<file path="src/rtl/irq_prio_pkg.sv">
package irq_prio_pkg;
  localparam int unsigned AUX_W = 8;
  localparam int unsigned AUX_REQ_BIT = AUX_W - 1;
  localparam int unsigned AUX_MASK_BIT = AUX_W - 2;
  localparam int unsigned NUM_PINS = 2;
  localparam int unsigned PIN_EXT = 0;
  localparam int unsigned PIN_EXT2 = 1;

  typedef enum logic [1:0] {
    SRC_NONE   = 2'd0,
    SRC_EXT    = 2'd1,
    SRC_SHARED = 2'd2
  } irq_src_e;
endpackage

</file>
<file path="src/rtl/irq_fall_latch.sv">
module irq_fall_latch #(
  parameter int unsigned SYNC_STAGES = 2
) (
  input  logic clk,
  input  logic rst_n,
  input  logic pin_n,
  output logic fall
);
  logic [SYNC_STAGES-1:0] sync_q;
  logic                   prev_q;

  // Pins idle high, so the chain resets to 1 to avoid a false edge.
  always_ff @(posedge clk) begin
    if (!rst_n) begin
      sync_q <= '1;
      prev_q <= 1'b1;
    end else begin
      sync_q <= {sync_q[SYNC_STAGES-2:0], pin_n};
      prev_q <= sync_q[SYNC_STAGES-1];
    end
  end

  assign fall = prev_q & ~sync_q[SYNC_STAGES-1];
endmodule

</file>
<file path="src/rtl/irq_aux_reg.sv">
module irq_aux_reg
  import irq_prio_pkg::*;
(
  input  logic             clk,
  input  logic             rst_n,
  input  logic             we,
  input  logic [AUX_W-1:0] wdata,
  input  logic             set_req,
  output logic [AUX_W-1:0] rdata,
  output logic             req_q,
  output logic             mask_q
);
  logic unused_wbits;
  assign unused_wbits = ^wdata[AUX_MASK_BIT-1:0];

  always_ff @(posedge clk) begin
    if (!rst_n) begin
      req_q  <= 1'b0;
      mask_q <= 1'b1;
    end else begin
      // A fresh edge wins over a same-cycle software clear.
      if (set_req)
        req_q <= 1'b1;
      else if (we)
        req_q <= req_q & wdata[AUX_REQ_BIT];
      if (we)
        mask_q <= wdata[AUX_MASK_BIT];
    end
  end

  always_comb begin
    rdata               = '0;
    rdata[AUX_REQ_BIT]  = req_q;
    rdata[AUX_MASK_BIT] = mask_q;
  end
endmodule

</file>
<file path="src/rtl/irq_prio_arb.sv">
module irq_prio_arb
  import irq_prio_pkg::*;
#(
  parameter int unsigned ADDR_W  = 12,
  parameter logic [ADDR_W-1:0] EXT_VEC = 12'hFFA,
  parameter logic [ADDR_W-1:0] SHR_VEC = 12'hFF8
) (
  input  logic              clk,
  input  logic              rst_n,
  input  logic              ext_fall,
  input  logic              shr_req,
  input  logic              imask,
  input  logic              insn_end,
  output logic              take,
  output logic [ADDR_W-1:0] vec,
  output logic              ack,
  output logic              ext_pend
);
  logic     ext_q;
  irq_src_e grant;

  always_comb begin
    grant = SRC_NONE;
    if (insn_end && !imask) begin
      if (ext_q)        grant = SRC_EXT;
      else if (shr_req) grant = SRC_SHARED;
    end
  end

  always_ff @(posedge clk) begin
    if (!rst_n) begin
      ext_q <= 1'b0;
      take  <= 1'b0;
      ack   <= 1'b0;
      vec   <= '0;
    end else begin
      if (ext_fall)
        ext_q <= 1'b1;
      else if (grant == SRC_EXT)
        ext_q <= 1'b0;
      take <= (grant != SRC_NONE);
      ack  <= (grant == SRC_EXT);
      if (grant == SRC_EXT)
        vec <= EXT_VEC;
      else if (grant == SRC_SHARED)
        vec <= SHR_VEC;
    end
  end

  assign ext_pend = ext_q;
endmodule

</file>
<file path="src/rtl/irq_prio_ctrl.sv">
module irq_prio_ctrl
  import irq_prio_pkg::*;
#(
  parameter int unsigned SYNC_STAGES = 2,
  parameter int unsigned ADDR_W = 12,
  parameter logic [ADDR_W-1:0] EXT_VEC = 12'hFFA,
  parameter logic [ADDR_W-1:0] SHR_VEC = 12'hFF8
) (
  input  logic              clk,
  input  logic              rst_n,
  input  logic              ext_irq_n,
  input  logic              ext_irq2_n,
  input  logic              tmr_req,
  input  logic              cpu_imask,
  input  logic              insn_end,
  input  logic              aux_we,
  input  logic [7:0]        aux_wdata,
  output logic [7:0]        aux_rdata,
  output logic              take_irq,
  output logic [ADDR_W-1:0] vec_addr,
  output logic              ext_ack
);
  logic [NUM_PINS-1:0] pins_n;
  logic [NUM_PINS-1:0] falls;
  logic                int2_req, int2_mask, shr_req, ext_pend, int2_fall;

  assign pins_n[PIN_EXT]  = ext_irq_n;
  assign pins_n[PIN_EXT2] = ext_irq2_n;

  for (genvar g = 0; g < NUM_PINS; g++) begin : g_pin
    irq_fall_latch #(.SYNC_STAGES(SYNC_STAGES)) u_edge (
      .clk(clk), .rst_n(rst_n), .pin_n(pins_n[g]), .fall(falls[g])
    );
  end

  assign int2_fall = falls[PIN_EXT2];

  irq_aux_reg u_aux (
    .clk(clk), .rst_n(rst_n), .we(aux_we), .wdata(aux_wdata),
    .set_req(int2_fall), .rdata(aux_rdata),
    .req_q(int2_req), .mask_q(int2_mask)
  );

  assign shr_req = (int2_req & ~int2_mask) | tmr_req;

  irq_prio_arb #(.ADDR_W(ADDR_W), .EXT_VEC(EXT_VEC), .SHR_VEC(SHR_VEC)) u_arb (
    .clk(clk), .rst_n(rst_n), .ext_fall(falls[PIN_EXT]), .shr_req(shr_req),
    .imask(cpu_imask), .insn_end(insn_end), .take(take_irq), .vec(vec_addr),
    .ack(ext_ack), .ext_pend(ext_pend)
  );
endmodule

</file>
<file path="config.mk">
export PLATFORM = sky130hd
export DESIGN_NAME = irq_prio_ctrl
export DESIGN_NICKNAME = d
export VERILOG_FILES = /design/src/rtl/irq_prio_pkg.sv /design/src/rtl/irq_fall_latch.sv /design/src/rtl/irq_aux_reg.sv /design/src/rtl/irq_prio_arb.sv /design/src/rtl/irq_prio_ctrl.sv
export SDC_FILE = /design/constraint.sdc
export NUM_CORES = 1
export LEC_CHECK = 0
export BUFFER_PORTS_ARGS = -buffer_cell sky130_fd_sc_hd__buf_2
export CAP_MARGIN = 10
export CELL_PAD_IN_SITES_DETAIL_PLACEMENT = 1
export CELL_PAD_IN_SITES_GLOBAL_PLACEMENT = 2
export CORE_MARGIN = 4
export CORE_UTILIZATION = 19
export DETAILED_ROUTE_END_ITERATION = 6
export PLACE_DENSITY_LB_ADDON = 0.25
export SLEW_MARGIN = 40
export SYNTH_ARGS = -nofsm -noshare
export SYNTH_HDL_FRONTEND = slang
export SYNTH_SLANG_ARGS = --single-unit
</file>
<file path="constraint.sdc">
create_clock -name clk -period 1.35 [get_ports clk]
set_clock_uncertainty 0.05 [all_clocks]
set_input_delay 0.0675 -clock clk [delete_from_list [all_inputs] [get_ports clk]]
set_output_delay 0.0675 -clock clk [all_outputs]
set_load 0.02 [all_outputs]
</file>
==> results.tsv, run 1 <==
stage	metric	value	unit
clock_network	CTS Root Cell	clkbuf_4	
grt	vias in the first global route	433	
power_and_ir_drop	total power	790.7	uW
placed_design	gpl congestion	0.6341	
floorplan	Die Y	63.58	um
grt	first-pass GRT wire length	1.938	mm
detailed_routing	via/cell ratio	3.687	
detailed_routing	drt drc	0	
floorplan	std cell rows	19	
worst_setup_path	WP data arrival	1.48	ns
synth	largest cells by area after synthesis	dfxtp_1 (44%), buf_4 (23%), nand2b_1 (7.5%), nor2b_1 (3.2%), nand2b_4 (2.3%)	
finish	share of cells above drive strength 1	48.81	%
worst_setup_path	Bufs and invs on worst path	1	
finish	final layout net count	102	
grt	Total GRT Usage	6.462	%
detailed_routing	ANT nets after route	0	
finish	P&R area growth vs syn	30.06	%
power_and_ir_drop	Static Leak	0.0003693	uW
timing	Post-Route Setup TNS	-0.01097	ns
synth	Cells after Synth	61	
placed_design	pre-CTS setup slack	-0.09131	ns
worst_setup_path	worst-path fanout max	3	
synth	top cell type's share of synthesized area	44.35	%
grt	antenna violations before repair	0	
detailed_routing	wire length per cell	9.287	um
synth	post-synthesis xor/xnor area fraction	0	%
clock_network	H-Tree Level Count	1	
synth	post-synthesis sequential area ratio	44.35	%
synth	Synth Warn #	0	
finish	commonest non-fill, non-tap cell in the layout	buf_2	
worst_setup_path	CP max stage delay	0.34	ns
timing	RSZ-0062 raised after global routing	yes	
floorplan	die area	0.004042	mm^2
synth	area leader, netlist	dfxtp_1	
detailed_routing	1st-iter DRT viols	1	
synth	synthesized cell area	586.8	um^2
floorplan	I/O Pins	38	
synth	Syn Area/Cell	9.620	um^2
finish	n_diodes	0	
clock_network	Clk pin slew, worst setup/hold paths	0.08	ns
placed_design	DP HPWL	821.3	um
grt	gr busiest metal	met2	
worst_setup_path	Crit Path Class	flip-flop to flip-flop	
timing	Final WS setup	-0.01097	ns
synth	Post-Synth Adder-Cell Area	2.132	%
floorplan	initial core utilization	20.57	%
min_path	worst hold path class	input port to flip-flop	
synth	mux cell area share after synthesis	0	%
clock_network	later-pin clock latency in the skew report	0.27	ns
timing	Hold Fails Final Rpt	0	
timing	Tcrit/Tclk final	100.8	%
grt	M3 GR Usage	4.085	%
detailed_routing	via count	424	
worst_setup_path	critical path's slowest cell	or3_4	
job	max-cap violations	0	
synth	Yosys reg bits	13	
clock_network	setup repair bufs after CTS	0	
worst_setup_path	crit path cell chain	inv_2 -> a21oi_2 -> or3_4 -> ha_4 -> nand2b_4 -> a21boi_2	
timing	f_max	734.8	MHz
timing	endpoints failing setup	1	
synth	Yosys cell types	21	
grt	largest net degree at the start of global routing	14	
detailed_routing	Routed Wire Length	1.068	mm
floorplan	die width	63.58	um
synth	compound-gate portion of the synthesized area	7.676	%
placed_design	I/O Buffers	23	
synth	main combinational cell family by area after synthesis	buffers and inverters	
floorplan	core area	0.002853	mm^2
clock_network	clk buf depth	2	
worst_setup_path	Critical Path Sink Type	flip-flop	
timing	Tmin final	1.361	ns
grt	Congestion Overflow GR	0	
finish	commonest non-fill, non-tap cells in the layout	buf_2 (23), dfxtp_1 (11), conb_1 (8)	
timing	Slew Viols, Final	0	
clock_network	CTS tree	yes	
clock_network	clock tree sinks	13	
run_status	status	finished, violations left	
power_and_ir_drop	Max IR drop VDD	494.2	uV
grt	GR Util met1	6.631	%
grt	met2 Use GR	10.17	%
worst_setup_path	CP delay by family, top	simple AND/OR/NAND/NOR gates	
synth	simple-gate share of the synthesized area	20.04	%
detailed_routing	iteration count of the initial detailed-routing pass	2	
worst_setup_path	Critical Path Start Type	flip-flop	
clock_network	clock buffer count from CTS	3	
power_and_ir_drop	power per cell area	1036	mW/mm^2
run_status	violated checks	setup timing	
worst_setup_path	critical path required time	1.47	ns
timing	minimum hold slack	0.02963	ns
cell usage after synthesis:
| cell | number |
|---|---|
| buf_4 | 18 |
| dfxtp_1 | 13 |
| nand2b_1 | 7 |
| nor2b_1 | 3 |
| a21oi_1 | 2 |
| inv_1 | 2 |
| nand2_1 | 2 |
| a21boi_0 | 1 |
| a21boi_1 | 1 |
| and2b_2 | 1 |
| and3_1 | 1 |
| buf_2 | 1 |
| conb_1 | 1 |
| ha_1 | 1 |
| nand2b_4 | 1 |
| nand3_1 | 1 |
| o211ai_1 | 1 |
| o21a_1 | 1 |
| o21ai_0 | 1 |
| or2b_1 | 1 |
| or3_1 | 1 |
metal layers:
metal / vias up / routed length (um)
met3: 4 / 125
met4: 0 / 19
li1: 212 / -
met1: 185 / 424
met2: 23 / 498
met5: - / 0
layout make-up:
| class | count | area, um^2 |
|---|---|---|
| Inverter | 2 | 7.507 |
| Clock buffer | 4 | 26.28 |
| Sequential cell | 13 | 262.8 |
| Tap cell | 31 | 38.79 |
| Fill cell | 334 | 2090 |
| Timing Repair Buffer | 31 | 185.2 |
| Multi-Input combinational cell | 34 | 242.7 |
flip-flops by register name, indices dropped and copies added (netlist names):
name                 flops
u_arb.ack                1
g_pin.u_edge.prev_q      2
u_arb.take               1
u_aux.req_q              1
u_arb.ext_pend           1
u_aux.mask_q             1
g_pin.u_edge.sync_q      4
u_arb.vec                2
cell families (layout without fill, tap and decap cells):
kind of cell	Yosys count	after routing
flops	13	13
compound gates	7	7
buf+inv	21	37
other cells	1	8
simple gates	18	18
fa+ha+maj	1	1
where the power goes:
part           internal, uW  total (uW)  switching, uW  leakage, uW
clock                   115         236            122    0.0000150
sequential              399         408           9.04     0.000107
combinational          62.0         146           84.3     0.000247
total                   576         791            215     0.000369
final timing paths:
path	start	end	slack, ns	depth (start not counted)
worst max-delay path	u_aux.mask_q	u_arb.vec[1]	-0.01	6
worst min-delay path	rst_n	g_pin[0].u_edge.prev_q	0.03	2
worst max register to register	u_aux.mask_q	u_arb.vec[1]	-0.01	6
worst min register to register	g_pin[0].u_edge.sync_q[0]	g_pin[0].u_edge.sync_q[1]	0.36	1
through the flow:
step | std cells | utilization (%) | area (um^2)
6_report | 115 | 26.75 | 763.2
5_1_grt | 115 | 26.75 | 763.2
4_1_cts | 116 | 26.80 | 764.5
3_5_place_dp | 107 | 23.03 | 656.9
3_3_place_gp | 107 | 23.03 | 656.9
2_1_floorplan | 68 | - | 613.1
repair_timing:
| item | CTS | global route |
|---|---|---|
| pin swaps | 4 | 2 |
| hold buffers | 5 | 0 |
| gates resized for setup | 7 | 2 |
| endpoints found under the setup margin | 2 | 3 |
| hold endpoints to repair | 3 | 0 |
Power figures use the tool's default switching activity.
==> run 2, diff against run 1 <==
--- a/config.mk
+++ b/config.mk
@@ -5,12 +5,13 @@
 export SDC_FILE = /design/constraint.sdc
 export NUM_CORES = 1
 export LEC_CHECK = 0
+export ABC_AREA = 1
 export BUFFER_PORTS_ARGS = -buffer_cell sky130_fd_sc_hd__buf_2
 export CAP_MARGIN = 10
 export CELL_PAD_IN_SITES_DETAIL_PLACEMENT = 1
 export CELL_PAD_IN_SITES_GLOBAL_PLACEMENT = 2
 export CORE_MARGIN = 4
-export CORE_UTILIZATION = 19
+export CORE_UTILIZATION = 18
 export DETAILED_ROUTE_END_ITERATION = 6
 export PLACE_DENSITY_LB_ADDON = 0.25
 export SLEW_MARGIN = 40
==> run 2 against run 1 <==
Effect of this change:
- the flow finishes with violations (hold timing)
- global-route usage is 0.63 points lower
- highest routed layer unchanged
- flip-flop and latch count stayed put
- synthesized cell count is 9.8% higher
- largest power group unchanged
- clock power hardly changed
- critical path depth stayed put
==> results.tsv, run 2 <==
stage	metric	value	unit
run_status	status	finished, violations left	
run_status	violated checks	hold timing	
synth	area leader, netlist	dfxtp_1	
timing	Slew Viols, Final	0	
finish	final layout net count	104	
finish	Final Instance Area	688.2	um^2
finish	max FFs per register	4	
clock_network	CTS tree	yes	
detailed_routing	via count	407	
power_and_ir_drop	power per cell area	1134	mW/mm^2
floorplan	core area	0.003053	mm^2
finish	n_diodes	0	
finish	largest registers	g_pin.u_edge.sync_q (4), g_pin.u_edge.prev_q (2), u_arb.vec (2)	
finish	area of the multi-input gates	162.7	um^2
placed_design	Placed Area	621.8	um^2
detailed_routing	ANT nets after route	0	
grt	vias in the first global route	392	
synth	largest cells by area after synthesis	dfxtp_1 (46%), buf_4 (24%), nand3_1 (4.4%), or2_1 (4.4%), inv_1 (3.9%)	
detailed_routing	wire length per cell	8.231	um
worst_setup_path	Critical Path Start Type	flip-flop	
finish	fillcell total	382	
worst_setup_path	critical path required time	1.46	ns
synth	number of flops mapped to enable cells by yosys	0	
clock_network	Clk pin slew, worst setup/hold paths	0.08	ns
worst_setup_path	WP data arrival	1.36	ns
worst_setup_path	CP max stage delay	0.35	ns
timing	minimum hold slack	-0.01105	ns
detailed_routing	iteration count of the initial detailed-routing pass	3	
timing	RSZ-0062 raised after global routing	no	
placed_design	I/O Buffers	23	
floorplan	die area	0.004142	mm^2
grt	first-pass GRT wire length	1.787	mm
finish	commonest non-fill, non-tap cells in the layout	buf_2 (23), dfxtp_1 (13), conb_1 (8)	
clock_network	clk buf depth	2	
finish	largest register by flop count	g_pin.u_edge.sync_q	
synth	most instantiated library cell after synthesis	buf_4	
synth	Synth Flop Type	dfxtp_1	
worst_setup_path	worst-path fanout max	3	
synth	Yosys reg bits	13	
detailed_routing	via/cell ratio	3.131	
worst_setup_path	Critical Path Sink Type	flip-flop	
synth	Syn Area/Cell	8.534	um^2
finish	final cell utilization of the core	22.54	%
timing	Post-Route Setup TNS	0	ns
synth	post-synthesis sequential area ratio	45.51	%
worst_setup_path	WP depth	6	
job	max-cap violations	0	
timing	endpoints failing setup	0	
detailed_routing	1st-iter DRT viols	9	
detailed_routing	drt drc	0	
finish	P&R area growth vs syn	20.35	%
floorplan	std cell rows	20	
power_and_ir_drop	Max IR drop VDD	210.5	uV
timing	Tcrit/Tclk final	92.09	%
synth	Synth Warn #	0	
floorplan	Die Y	64.36	um
worst_setup_path	R2R depth	6	
timing	f_max	804.4	MHz
min_path	worst hold path class	input port to flip-flop	
clock_network	clock buffer count from CTS	3	
worst_setup_path	cell mode on critical path	o21ai_0	
clock_network	CTS Root Cell	clkbuf_4	
clock_network	later-pin clock latency in the skew report	0.27	ns
worst_setup_path	critical path's slowest cell	dfxtp_1	
grt	antenna violations before repair	0	
floorplan	I/O Pins	38	
worst_setup_path	crit path cell chain	inv_1 -> nor2_1 -> o21ai_0 -> ha_1 -> o21ai_0 -> a21oi_1	
floorplan	initial core utilization	18.73	%
clock_network	H-Tree Level Count	1	
synth	synthesized cell area	571.8	um^2
worst_setup_path	Crit Path Class	flip-flop to flip-flop	
grt	largest net degree at the start of global routing	11	
detailed_routing	Routed Wire Length	1.070	mm
floorplan	die width	64.36	um
worst_setup_path	Bufs and invs on worst path	1	
finish	sequential standard cell area	260.3	um^2
clock_network	clock tree sinks	13	
synth	Cells after Synth	67	
power_and_ir_drop	Static Leak	0.0003664	uW
synth	top cell type's share of synthesized area	45.51	%
placed_design	DP HPWL	817.8	um
grt	Total GRT Usage	5.835	%
placed_design	gpl congestion	0.6529	
synth	asr flop ratio synth	0	%
placed_design	pre-CTS setup slack	0.08627	ns
synth	Yosys cell types	13	
grt	Congestion Overflow GR	0	
finish	share of cells above drive strength 1	31.40	%
timing	Hold Fails Final Rpt	1	
clock_network	setup repair bufs after CTS	0	
min_path	Cells on Worst Hold Path	3	
timing	Final WS setup	0.1068	ns
worst_setup_path	CP delay by family, top	flip-flops	
synth	Post-synth top cells	buf_4 (18), dfxtp_1 (13), inv_1 (6), nand2_1 (6), nor2_1 (6)	
timing	Tmin final	1.243	ns
power_and_ir_drop	total power	780.6	uW
finish	commonest non-fill, non-tap cell in the layout	buf_2	
[run 2: cell types whose count changed in the layout (fill, tap and decap cells not counted), moves of 2 or more]
| cell | previous run | this run |
|---|---|---|
| buf_4 | 4 | 0 |
| dfxtp_1 | 11 | 13 |
| dfxtp_2 | 2 | 0 |
| inv_1 | 1 | 6 |
| nand2_1 | 2 | 6 |
| nand2b_1 | 6 | 0 |
| nand2b_4 | 2 | 0 |
| nand3_1 | 0 | 5 |
| nor2_1 | 0 | 6 |
| nor2b_1 | 3 | 0 |
| o21ai_0 | 1 | 3 |
| or2_1 | 0 | 4 |
[run 2: final cells by class]
class	instances	area share, %
flip-flops and latches	13	37.82
multi-input cells	35	23.64
repair buffers	27	22.55
well taps	44	8.000
inverters	7	4.182
clock buffers	4	3.818
[run 2: what timing repair did]
action                                  in CTS  in global routing
hold buffers                                 5                  0
endpoints found under the hold margin        3                  0
resized for setup                            0                  0
endpoints found under the setup margin       0                  1
[run 2: cell families after synthesis]
logic type                 count (synthesis)  synth area share, %
buffers and inverters                     26                30.63
adders and majority gates                  1                2.188
DFF                                       13                45.51
and+or+nand+nor                           21                16.63
AOI/OAI and AO/OA                          5                4.376
other                                      1               0.6558
[run 2: worst paths after layout]
path	start	to	slack, ns
worst max-delay path	u_aux.req_q	u_arb.vec[1]	0.11
worst min-delay path	aux_we	u_aux.mask_q	-0.01
worst max register to register	u_aux.req_q	u_arb.vec[1]	0.11
worst min register to register	g_pin[1].u_edge.sync_q[0]	g_pin[1].u_edge.sync_q[1]	0.36
[run 2: power by group]
| group | switching [uW] | internal, uW | leakage (uW) |
|---|---|---|---|
| clock network | 124 | 114 | 0.0000150 |
| logic | 86.3 | 45.0 | 0.000245 |
| registers | 9.87 | 401 | 0.000107 |
[run 2: worst min-delay path, stage by stage]
cell     delay (ns)
buf_2          0.10
a21oi_1        0.06
o21ai_0        0.06
[run 2: layer usage]
metal,track usage [%],share of wire [%],wire length [um]
met1,6.237,45,486
met2,8.634,43,459
met3,2.812,10,108
met4,4.749,1.5,16
met5,0,0,0
[run 2: per-stage QoR]
stage          hold WS (ns)  instances
2_1_floorplan        0.1173         74
3_3_place_gp         0.2035        122
3_5_place_dp         0.2028        122
4_1_cts           0.0001730        131
5_1_grt            0.004438        130
6_report           -0.01105        130
==> run 3, diff against run 2 <==
--- a/config.mk
+++ b/config.mk
@@ -12,8 +12,10 @@
 export CELL_PAD_IN_SITES_GLOBAL_PLACEMENT = 2
 export CORE_MARGIN = 4
 export CORE_UTILIZATION = 18
+export CTS_CLUSTER_SIZE = 30
 export DETAILED_ROUTE_END_ITERATION = 6
 export PLACE_DENSITY_LB_ADDON = 0.25
+export SETUP_SLACK_MARGIN = 0.5
 export SLEW_MARGIN = 40
 export SYNTH_ARGS = -nofsm -noshare
 export SYNTH_HDL_FRONTEND = slang
==> run 3 against run 2 <==
Effect of this change:
- the flow now finishes without violations
- critical path depth unchanged
- critical path type unchanged
- final cell count increased by 6.2%
- non-clock buffer count increased by 8
- via count increased by 18%
- cell area increased by 28%
- die area unchanged
- largest power group unchanged
- worst hold slack improved by 0.040 ns
==> results.tsv, run 3 (synthesized netlist as in run 2, its figures left out) <==
stage	metric	value	unit
floorplan	initial core utilization	18.73	%
clock_network	Clk pin slew, worst setup/hold paths	0.09	ns
worst_setup_path	CP max stage delay	0.33	ns
timing	f_max	878.3	MHz
detailed_routing	iteration count of the initial detailed-routing pass	2	
detailed_routing	via count	479	
floorplan	die area	0.004142	mm^2
clock_network	clock tree sinks	13	
run_status	status	complete, no violations	
power_and_ir_drop	Static Leak	0.0004280	uW
timing	Final WS setup	0.2114	ns
finish	Final Instance Area	880.8	um^2
timing	Post-Route Setup TNS	0	ns
min_path	Cells on Worst Hold Path	5	
worst_setup_path	crit path cell chain	inv_2 -> nor2_4 -> o21ai_2 -> ha_4 -> o21ai_2 -> a21oi_1	
clock_network	CTS Root Cell	clkbuf_4	
floorplan	die width	64.36	um
worst_setup_path	critical path's slowest cell	dfxtp_2	
timing	RSZ-0062 raised after global routing	yes	
timing	Slew Viols, Final	0	
grt	vias in the first global route	451	
worst_setup_path	worst-path fanout max	3	
power_and_ir_drop	NetSw	250.8	uW
detailed_routing	wire length per cell	9.536	um
worst_setup_path	WP data arrival	1.26	ns
power_and_ir_drop	power per cell area	971.3	mW/mm^2
placed_design	I/O Buffers	23	
detailed_routing	drt drc	0	
worst_setup_path	R2R depth	6	
timing	endpoints failing setup	0	
finish	max FFs per register	4	
placed_design	DP HPWL	865	um
worst_setup_path	Critical Path Sink Type	flip-flop	
detailed_routing	via/cell ratio	3.471	
finish	largest register by flop count	g_pin.u_edge.sync_q	
timing	Hold Fails Final Rpt	0	
placed_design	gpl congestion	0.6585	
grt	antenna violations before repair	0	
clock_network	H-Tree Level Count	1	
worst_setup_path	Critical Path Start Type	flip-flop	
floorplan	I/O Pins	38	
finish	commonest non-fill, non-tap cell in the layout	buf_6	
timing	Tcrit/Tclk final	84.34	%
finish	P&R area growth vs syn	54.05	%
clock_network	later-pin clock latency in the skew report	0.28	ns
placed_design	Placed Area	626.9	um^2
min_path	worst hold path class	input port to flip-flop	
grt	largest net degree at the start of global routing	11	
grt	Congestion Overflow GR	0	
floorplan	std cell rows	20	
power_and_ir_drop	clock power share	28.6	%
detailed_routing	1st-iter DRT viols	10	
placed_design	pre-CTS setup slack	0.1140	ns
power_and_ir_drop	P_int	604.7	uW
finish	share of cells above drive strength 1	53.19	%
finish	fillcell total	370	
grt	Total GRT Usage	6.305	%
worst_setup_path	critical path required time	1.47	ns
floorplan	Die Y	64.36	um
power_and_ir_drop	Max IR drop VDD	307.0	uV
worst_setup_path	Crit Path Class	flip-flop to flip-flop	
finish	n_diodes	0	
worst_setup_path	cell mode on critical path	o21ai_2	
timing	Tmin final	1.139	ns
finish	commonest non-fill, non-tap cells in the layout	buf_6 (11), buf_4 (10), buf_2 (9)	
grt	first-pass GRT wire length	2.007	mm
detailed_routing	ANT nets after route	0	
finish	largest registers	g_pin.u_edge.sync_q (4), g_pin.u_edge.prev_q (2), u_arb.vec (2)	
detailed_routing	Routed Wire Length	1.316	mm
power_and_ir_drop	Comb power frac	23.4	%
power_and_ir_drop	Flop pwr share	48.0	%
clock_network	CTS tree	yes	
clock_network	clock buffer count from CTS	3	
finish	final non-filler cell total	138	
finish	final layout net count	112	
clock_network	clk buf depth	2	
power_and_ir_drop	Sw Share	29.32	%
job	max-cap violations	0	
placed_design	Placed Instances	122	
floorplan	core area	0.003053	mm^2
-- run 3: changes by cell type in the layout (fill, tap and decap cells not counted), sizes merged --
cell	before	now
dlygate4sd3	4	5
clkinv	0	1
clkbuf	4	3
buf	23	30
-- run 3: per-layer routing --
| layer | track usage (%) | vias to the layer above | part of all wire [%] |
|---|---|---|---|
| met5 | 0 | - | 0 |
| met3 | 3.691 | 2 | 9.7 |
| met2 | 10.82 | 21 | 53 |
| met4 | 1.583 | 0 | 0.61 |
| li1 | - | 233 | - |
| met1 | 6.540 | 223 | 36 |
-- run 3: cell type report --
class / count / area, um^2 / area share [%]
clock buffers: 3 / 22.52 / 2.557
clock inverters: 1 / 5.005 / 0.5682
inverters: 7 / 28.78 / 3.267
multi-input cells: 35 / 202.7 / 23.01
flip-flops and latches: 13 / 272.8 / 30.97
well taps: 44 / 55.05 / 6.250
repair buffers: 35 / 294.0 / 33.38
-- run 3: power groups by stage --
stage	logic (uW)	clock network [uW]	registers [uW]
5_1_grt	216	286	414
4_1_cts	162	262	413
2_1_floorplan	121	0	427
6_report	200	245	411
3_3_place_gp	125	0	420
3_5_place_dp	127	0	421
-- run 3: what timing repair did --
| item | 4_1_cts | 5_1_grt |
|---|---|---|
| buffers inserted | 2 | 5 |
| hold buffers | 5 | 0 |
| endpoints found under the setup margin | 17 | 17 |
| pin swaps | 3 | 2 |
| gates resized for setup | 23 | 20 |
| hold endpoints to repair | 5 | 0 |
-- run 3: critical path, delay by kind of cell, from the launching register on --
kind | cells | cell delay, ns
AOI/OAI and AO/OA | 3 | 0.31
adders and majority gates | 1 | 0.24
buffers and inverters | 1 | 0.06
DFF | 1 | 0.33
and+or+nand+nor | 1 | 0.03
-- run 3: metrics by stage --
step | util (%) | hold WS (ns) | total power, uW
floorplan | - | 0.1173 | 548.3
global placement | 20.53 | 0.2034 | 545.0
detailed placement | 20.53 | 0.2047 | 547.8
CTS | 25.41 | 0.01828 | 836.8
global route | 28.85 | 0.03579 | 915.7
finish | 28.85 | 0.02869 | 855.5
-- run 3: final timing paths --
check                                               start                   endpoint  slack [ns]
worst max-delay path                          u_aux.req_q               u_arb.vec[1]        0.21
worst min-delay path                         aux_wdata[7]                u_aux.req_q        0.03
worst max register to register                u_aux.req_q               u_arb.vec[1]        0.21
worst min register to register  g_pin[0].u_edge.sync_q[0]  g_pin[0].u_edge.sync_q[1]        0.36
